--- config.mk ---
export PLATFORM = sky130hd
export DESIGN_NAME = loop_replay
export DESIGN_NICKNAME = d
export VERILOG_FILES = /design/src/rtl/loop_replay_pkg.sv /design/src/rtl/lr_qualify.sv /design/src/rtl/lr_body.sv /design/src/rtl/loop_replay.sv
export SDC_FILE = /design/constraint.sdc
export NUM_CORES = 1
export LEC_CHECK = 0
export ABC_AREA = 1
export BUFFER_PORTS_ARGS = -buffer_cell sky130_fd_sc_hd__buf_4
export CORE_MARGIN = 2
export CORE_UTILIZATION = 50
export DETAILED_ROUTE_END_ITERATION = 8
export PLACE_DENSITY = 0.66
export SYNTH_ARGS = -nofsm -noshare
export SYNTH_HDL_FRONTEND = slang
export SYNTH_SLANG_ARGS = --single-unit
--- constraint.sdc ---
create_clock -name clk -period 3.65 [get_ports clk]
set_input_delay 0.73 -clock clk [delete_from_list [all_inputs] [get_ports clk]]
set_output_delay 0.73 -clock clk [all_outputs]
set_load 0.01 [all_outputs]
--- src/rtl/loop_replay_pkg.sv ---
package loop_replay_pkg;

  typedef enum logic [1:0] {
    LR_IDLE    = 2'd0,
    LR_CAPTURE = 2'd1,
    LR_VERIFY  = 2'd2,
    LR_REPLAY  = 2'd3
  } lr_state_e;

  // Next replay index, wrapping to zero after the last body entry.
  function automatic int unsigned wrap_next(int unsigned idx, int unsigned len);
    return (idx + 1 >= len) ? 0 : idx + 1;
  endfunction

  // True when a candidate body has crossed any qualification limit.
  function automatic logic over_limit(int unsigned cnt, int unsigned lines,
                                      int unsigned taken, logic ret_seen,
                                      int unsigned max_u, int unsigned max_l,
                                      int unsigned max_t);
    return (cnt > max_u) || (lines > max_l) || (taken > max_t) || ret_seen;
  endfunction

endpackage

--- src/rtl/lr_qualify.sv ---
module lr_qualify
  import loop_replay_pkg::*;
#(
  parameter int MAX_UOPS  = 28,
  parameter int MAX_LINES = 4,
  parameter int MAX_TAKEN = 4,
  parameter int LINE_W    = 8,
  localparam int CW = $clog2(MAX_UOPS + 2)
) (
  input  logic              clk,
  input  logic              rst_n,
  input  logic              clear_i,
  input  logic              start_i,
  input  logic              add_i,
  input  logic [LINE_W-1:0] line_i,
  input  logic              taken_i,
  input  logic              ret_i,
  output logic [CW-1:0]     cnt_o,
  output logic              violate_o
);
  localparam int LW = $clog2(MAX_LINES + 2);
  localparam int TW = $clog2(MAX_TAKEN + 2);

  logic [CW-1:0]     cnt_q, cnt_n;
  logic [LW-1:0]     lines_q, lines_n;
  logic [TW-1:0]     taken_q, taken_n;
  logic              ret_q, ret_n;
  logic [LINE_W-1:0] last_q;

  always_comb begin
    cnt_n   = (start_i ? '0 : cnt_q) + CW'(1);
    lines_n = (start_i ? '0 : lines_q) + LW'(start_i || (line_i != last_q));
    taken_n = (start_i ? '0 : taken_q) + TW'(taken_i);
    ret_n   = (start_i ? 1'b0 : ret_q) | (taken_i & ret_i);
    violate_o = (start_i || add_i) &&
                over_limit(32'(cnt_n), 32'(lines_n), 32'(taken_n), ret_n,
                           MAX_UOPS, MAX_LINES, MAX_TAKEN);
  end

  always_ff @(posedge clk) begin
    if (!rst_n || clear_i || violate_o) begin
      cnt_q   <= '0;
      lines_q <= '0;
      taken_q <= '0;
      ret_q   <= 1'b0;
      last_q  <= '0;
    end else if (start_i || add_i) begin
      cnt_q   <= cnt_n;
      lines_q <= lines_n;
      taken_q <= taken_n;
      ret_q   <= ret_n;
      last_q  <= line_i;
    end
  end

  assign cnt_o = cnt_q;

endmodule

--- src/rtl/lr_body.sv ---
module lr_body #(
  parameter int DEPTH = 28,
  parameter int PW    = 16,
  localparam int IW = (DEPTH > 1) ? $clog2(DEPTH) : 1
) (
  input  logic          clk,
  input  logic          wr_en_i,
  input  logic [IW-1:0] wr_idx_i,
  input  logic [PW-1:0] wr_data_i,
  input  logic [IW-1:0] rd_idx_i,
  output logic [PW-1:0] rd_data_o
);
  logic [PW-1:0] mem [DEPTH];

  always_ff @(posedge clk) begin
    if (wr_en_i && (32'(wr_idx_i) < DEPTH)) mem[wr_idx_i] <= wr_data_i;
  end

  assign rd_data_o = (32'(rd_idx_i) < DEPTH) ? mem[rd_idx_i] : '0;

endmodule

--- src/rtl/loop_replay.sv ---
module loop_replay
  import loop_replay_pkg::*;
#(
  parameter int PW        = 16,
  parameter int LINE_W    = 8,
  parameter int MAX_UOPS  = 28,
  parameter int MAX_LINES = 4,
  parameter int MAX_TAKEN = 4,
  parameter int MIN_ITER  = 64
) (
  input  logic              clk,
  input  logic              rst_n,
  input  logic              flush_i,
  input  logic              in_valid_i,
  input  logic [PW-1:0]     in_uop_i,
  input  logic [LINE_W-1:0] in_line_i,
  input  logic              in_taken_i,
  input  logic              in_ret_i,
  input  logic              in_tgt_i,
  output logic              replay_o,
  output logic              gate_o,
  output logic              rp_valid_o,
  output logic [PW-1:0]     rp_uop_o
);
  localparam int CW  = $clog2(MAX_UOPS + 2);
  localparam int IW  = (MAX_UOPS > 1) ? $clog2(MAX_UOPS) : 1;
  localparam int ITW = $clog2(MIN_ITER + 2);
  localparam logic [ITW-1:0] ITER_LIM = ITW'(MIN_ITER);
  localparam logic [CW-1:0]  UOP_LIM  = CW'(MAX_UOPS);

  lr_state_e      state_q, state_d;
  logic [CW-1:0]  len_q, len_d, pos_q, pos_d;
  logic [ITW-1:0] iter_q, iter_d, iter_inc;
  logic [IW-1:0]  rd_q, rd_d;

  // named internal events, used by the bound checker
  logic fire, ret_hit, in_capture;
  logic ev_abort, ev_close, ev_pass, ev_enter;

  logic          q_clear, q_start, q_add, q_violate;
  logic [CW-1:0] q_cnt;
  logic          wr_en;
  logic [IW-1:0] wr_idx, rd_idx;
  logic [PW-1:0] rd_data;

  lr_qualify #(
    .MAX_UOPS (MAX_UOPS),
    .MAX_LINES(MAX_LINES),
    .MAX_TAKEN(MAX_TAKEN),
    .LINE_W   (LINE_W)
  ) u_qual (
    .clk      (clk),
    .rst_n    (rst_n),
    .clear_i  (q_clear),
    .start_i  (q_start),
    .add_i    (q_add),
    .line_i   (in_line_i),
    .taken_i  (in_taken_i),
    .ret_i    (in_ret_i),
    .cnt_o    (q_cnt),
    .violate_o(q_violate)
  );

  lr_body #(
    .DEPTH(MAX_UOPS),
    .PW   (PW)
  ) u_body (
    .clk      (clk),
    .wr_en_i  (wr_en),
    .wr_idx_i (wr_idx),
    .wr_data_i(in_uop_i),
    .rd_idx_i (rd_idx),
    .rd_data_o(rd_data)
  );

  assign fire       = in_valid_i && (state_q != LR_REPLAY);
  assign ret_hit    = in_taken_i && in_ret_i;
  assign in_capture = (state_q == LR_CAPTURE);
  assign iter_inc   = iter_q + ITW'(1);
  assign rd_idx     = rd_q;

  always_comb begin
    state_d  = state_q;
    len_d    = len_q;
    pos_d    = pos_q;
    iter_d   = iter_q;
    rd_d     = rd_q;
    q_clear  = 1'b0;
    q_start  = 1'b0;
    q_add    = 1'b0;
    wr_en    = 1'b0;
    wr_idx   = '0;
    ev_abort = 1'b0;
    ev_close = 1'b0;
    ev_pass  = 1'b0;
    ev_enter = 1'b0;

    unique case (state_q)
      LR_IDLE: begin
        if (fire && in_tgt_i) begin
          q_start = 1'b1;
          wr_en   = 1'b1;
          if (q_violate) ev_abort = 1'b1;
          else           state_d  = LR_CAPTURE;
        end
      end
      LR_CAPTURE: begin
        if (fire && in_tgt_i) begin
          ev_close = 1'b1;
          len_d    = q_cnt;
          pos_d    = CW'(1);
          iter_d   = ITW'(1);
          if (MIN_ITER == 0) begin
            ev_enter = 1'b1;
            state_d  = LR_REPLAY;
            rd_d     = IW'(wrap_next(0, 32'(q_cnt)));
          end else begin
            state_d  = LR_VERIFY;
          end
        end else if (fire) begin
          q_add  = 1'b1;
          wr_en  = (q_cnt < UOP_LIM);
          wr_idx = IW'(q_cnt);
          if (q_violate) ev_abort = 1'b1;
        end
      end
      LR_VERIFY: begin
        if (fire && ret_hit) begin
          ev_abort = 1'b1;
        end else if (fire && in_tgt_i) begin
          if (pos_q == len_q) begin
            ev_pass = 1'b1;
            pos_d   = CW'(1);
            if (iter_inc > ITER_LIM) begin
              ev_enter = 1'b1;
              state_d  = LR_REPLAY;
              rd_d     = IW'(wrap_next(0, 32'(len_q)));
            end else begin
              iter_d   = iter_inc;
            end
          end else begin
            // short pass: restart capture at this landing point
            q_start = 1'b1;
            wr_en   = 1'b1;
            iter_d  = '0;
            if (q_violate) ev_abort = 1'b1;
            else           state_d  = LR_CAPTURE;
          end
        end else if (fire) begin
          if (pos_q >= len_q) ev_abort = 1'b1;
          else                pos_d    = pos_q + CW'(1);
        end
      end
      LR_REPLAY: begin
        rd_d = IW'(wrap_next(32'(rd_q), 32'(len_q)));
      end
      default: state_d = LR_IDLE;
    endcase

    if (ev_abort || flush_i) begin
      state_d = LR_IDLE;
      len_d   = '0;
      pos_d   = '0;
      iter_d  = '0;
      rd_d    = '0;
      q_clear = 1'b1;
    end
    if (flush_i) begin
      q_start = 1'b0;
      q_add   = 1'b0;
      wr_en   = 1'b0;
    end
  end

  always_ff @(posedge clk) begin
    if (!rst_n) begin
      state_q <= LR_IDLE;
      len_q   <= '0;
      pos_q   <= '0;
      iter_q  <= '0;
      rd_q    <= '0;
    end else begin
      state_q <= state_d;
      len_q   <= len_d;
      pos_q   <= pos_d;
      iter_q  <= iter_d;
      rd_q    <= rd_d;
    end
  end

  assign replay_o   = (state_q == LR_REPLAY);
  assign gate_o     = (state_q == LR_REPLAY);
  assign rp_valid_o = (state_q == LR_REPLAY);
  assign rp_uop_o   = rp_valid_o ? rd_data : '0;

endmodule

==> impl_metrics.csv <==
group,metric,value,unit
cts,cts_buffers,51,
final_layout,syn_to_final_growth,14.57,%
synth,synth_cell_types,40,
global_route,grt_first_pass_wirelength,76510,um
hold_path,holdPathStages,3,
drt,drcViolationCount,0,
synth,yosysWarnings,0,
final_layout,share_of_the_core_filled_with_cells,57.71,%
die,total_die_area,42490,um2
synth,syn_nets,1732,
final_layout,antenna_cells_inserted,0,
sta,final_period_minus_worst_setup_slack,3.508,ns
drt,num_vias,13730,
synth,synth_area_in_xor_xnor,0.8147,%
cts,clock_sink_count,497,
placed_design,io_buffer_count,49,
synth,synthMuxAreaShare,0,%
sta,maxClockFrequency,0.2850,GHz
sta,final.setup_skew,0.02261,ns
final_layout,multi_input_comb_area,5409,um2
cts,cts.hold.buffers_added,0,
drt,routed_wirelength,50430,um
placed_design,placed_wire_length_estimate_after_detailed_placement,28570,um
final_layout,nFillCells,3293,
die,dieWidth,206.1,um
synth,post_synth_instance_area,20430,um2
final_layout,area_of_all_sequential_standard_cells,14440,um2
power_and_ir_drop,power.density,494.7,nW/um2
sta,worst-slew-pin-transition,0.8097,ns
die,num_rows,74,
global_route,number_of_antenna_violations_at_the_first_check_in_global_routing,0,
setup_path,ff2ff_path_depth,21,
setup_path,critical_path_required,2.92,ns
final_layout,finalInstanceArea,23400,um2
synth,synth-async-reset-ratio,0,%
cts,clkLatencyLatePin,0.58,ns
sta,timing.max_slew.rel_slack,45.78,%
synth,post_synth_simple_gate_area,11.04,%
sta,finalSetupViolations,0,
setup_path,regToRegEndpoint,"u_qual.last_q[4]",
synth,ys.flop_type,"sky130_fd_sc_hd__edfxtp_1",
die,die_y,206.1,um
cts,root_buffer,"sky130_fd_sc_hd__clkbuf_16",
power_and_ir_drop,p_leak,7.926,nW
drt,first_pass_iters,5,
setup_path,ff2ff_setup_slack,0.37,ns
synth,synth-edff-count,448,
placed_design,gpl.final_weighted_congestion,0.8874,
global_route,grt_start_max_net_pins,75,
cts,ctsHtreeMaxLevel,2,
setup_path,crit_path_end_kind,"output port",
hold_path,hold_path.startpoint,"in_line_i[1]",
drt,postRouteAntennaNets,0,
synth,synth_cells,1677,
setup_path,worst-path-max-fanout,34,
sta,final-max-slew-violation-count,0,
outcome,run_status,"finished, final reports clean",
setup_path,setup.worst_path.start_class,"flip-flop",
synth,total_of_flip_flops_plus_latches_after_synthesis,497,
synth,synth_compound_gate_area_share,12.91,%
placed_design,postPlaceCellArea,21630,um2
die,start_util,50.37,%
hold_path,worstHoldEndpoint,"u_qual.last_q[1]",
global_route,grt.total_usage,23.86,%
flow_run,max_cap_viol_count,0,
sta,timing.final.hold_violations,0,
global_route,global_route.overflow_total,0,
synth,syn_area_per_cell,12.18,um2
die,fp.coreArea,40550,um2
setup_path,cp.arrival,2.78,ns
hold_path,holdCritPathClass,"input pin to flip-flop",
synth,area_share_of_fa_ha_maj_cells_after_synthesis,1.470,%
setup_path,r2r-start,"len_q[2]",
setup_path,setup.worst_path.class,"flip-flop to output port",
synth,synth-seq-area-share,70.66,%
sta,layout_worst_path_cycle_share,96.12,%
power_and_ir_drop,worst_ir_drop_vdd,0.5159,mV
die,ios,50,
drt,drt_iter0_markers,1147,
cts,cts_tree,"built",
drt,detail_route.vias_per_cell,5.932,
cts,clk_pin_slew_worst_paths,0.06,ns
final_layout,layout-drive-gt1-share,14.20,%
final_layout,final_nets,1797,
global_route,grt_pass1_vias,13330,
cts,ctsLongestPathBuffers,3,
synth,synth_top_family_by_area,"compound AO/OA/AOI/OAI gates",
drt,wire_per_inst,21.79,um
## per-layer routing
layer	part of all wire (%)	GRT usage (%)	vias up
li1	-	-	6309
met1	43	32.56	6845
met2	48	39.18	493
met3	6.5	4.115	79
met4	2.5	7.602	0
met5	0	0	-
## cell families after synthesis
kind of cell / Yosys count
AO/OA/AOI/OAI: 428
adder cells (fa/ha/maj): 24
buffers and inverters: 156
XOR/XNOR: 19
flip-flops: 497
AND/OR/NAND/NOR: 553
## worst max path at each step
stage,startpoint,to,slack [ns]
after floorplan,state_q[0],u_body.mem[10][0],0.54
after global placement,in_taken_i,u_qual.cnt_o[4],0.25
after detailed placement,in_taken_i,iter_q[6],0.17
after CTS,flip-flop,rp_uop_o[15],0.06
after global routing,flip-flop,rp_uop_o[3],-0.0001
final,flip-flop,rp_uop_o[11],0.14
## worst max-delay path: stages, from the launching register on
cell and delay, ns:
sky130_fd_sc_hd__dfxtp_4 0.45, sky130_fd_sc_hd__buf_4 0.15, sky130_fd_sc_hd__buf_4 0.32, sky130_fd_sc_hd__o21ai_0 0.15
sky130_fd_sc_hd__o221ai_1 0.28, sky130_fd_sc_hd__nand3_1 0.12, sky130_fd_sc_hd__a221oi_1 0.49, sky130_fd_sc_hd__buf_4 0.21
## sequential cells by signal (all words and copies together) (netlist names), 3 cells and up, named ones only
register	cells
u_body.mem	448
pos_q	5
iter_q	7
u_qual.last_q	8
rd_idx	5
u_qual.cnt_o	5
u_qual.lines_q	3
u_qual.taken_q	3
len_q	5
## synthesized netlist by cell type (2+ instances only)
cell type / number / share of area, %
sky130_fd_sc_hd__a2111oi_0: 2 / 0.086
sky130_fd_sc_hd__a21oi_1: 22 / 0.54
sky130_fd_sc_hd__a21oi_2: 23 / 0.99
sky130_fd_sc_hd__a311oi_1: 8 / 0.34
sky130_fd_sc_hd__a31oi_1: 10 / 0.31
sky130_fd_sc_hd__buf_1: 2 / 0.037
sky130_fd_sc_hd__buf_2: 4 / 0.098
sky130_fd_sc_hd__buf_4: 2 / 0.073
sky130_fd_sc_hd__buf_6: 5 / 0.28
sky130_fd_sc_hd__clkbuf_1: 92 / 1.7
sky130_fd_sc_hd__clkinv_1: 2 / 0.037
sky130_fd_sc_hd__dfxtp_1: 49 / 4.8
sky130_fd_sc_hd__edfxtp_1: 448 / 66
sky130_fd_sc_hd__ha_1: 24 / 1.5
sky130_fd_sc_hd__inv_1: 45 / 0.83
sky130_fd_sc_hd__inv_2: 4 / 0.073
sky130_fd_sc_hd__nand2_1: 159 / 2.9
sky130_fd_sc_hd__nand2_2: 4 / 0.12
sky130_fd_sc_hd__nand3_1: 81 / 2.0
sky130_fd_sc_hd__nand4_1: 11 / 0.34
sky130_fd_sc_hd__nor2_1: 284 / 5.2
sky130_fd_sc_hd__nor3_1: 3 / 0.073
sky130_fd_sc_hd__nor4_1: 4 / 0.12
sky130_fd_sc_hd__o211ai_1: 8 / 0.29
sky130_fd_sc_hd__o21a_1: 2 / 0.073
sky130_fd_sc_hd__o21ai_0: 244 / 6.0
sky130_fd_sc_hd__o221ai_1: 71 / 3.0
sky130_fd_sc_hd__o22ai_1: 33 / 1.0
sky130_fd_sc_hd__or2_2: 3 / 0.092
sky130_fd_sc_hd__xnor2_1: 3 / 0.13
sky130_fd_sc_hd__xor2_1: 16 / 0.69
## what timing repair did
action	CTS	global route
cloned	0	1
gates resized for setup	2	5
endpoints found under the setup margin	10	35
endpoints found under the hold margin	0	0
setup buffers	2	4
## through the flow
step                      setup TNS, ns  hold WS (ns)  setup WS (ns)  power, mW  std cells
final                                 0        0.4485         0.1415      11.58       2314
after floorplan                       0        0.4479         0.5412      6.417       1677
after global routing         -0.0001228        0.4272     -0.0001228      11.87       2314
after CTS                             0        0.4212        0.05795      11.64       2309
after global placement                0        0.4595         0.2489      6.532       2214
after detailed placement              0        0.4644         0.1683      6.538       2214
## final cells by class
cell class	count	area share (%)
sequential	497	61.71
multi-input combinational	1024	23.11
clock inverter	32	1.428
inverter	51	0.8822
timing repair buffer	117	4.405
tap	532	2.844
clock buffer	61	5.614
## placed cells by master, fill, tap and decap left out, drive strengths merged, types with 24 or more instances in the layout
| cell type | Yosys | layout |
|---|---|---|
| o21ai | 245 | 245 |
| nand3 | 82 | 82 |
| edfxtp | 448 | 448 |
| clkinv | 2 | 25 |
| nor2 | 285 | 285 |
| o22ai | 33 | 33 |
| buf | 13 | 116 |
| clkbuf | 92 | 62 |
| o221ai | 71 | 71 |
| ha | 24 | 24 |
| nand2 | 163 | 163 |
| a21oi | 45 | 45 |
| inv | 49 | 50 |
| dfxtp | 49 | 49 |
## where the power goes
part	switching [mW]	total [mW]	internal, mW
Clock	2.10	5.16	3.05
Sequential	0.00674	6.21	6.20
Combinational	0.152	0.207	0.0553
Note: power is estimated with default switching activity, not from simulation.
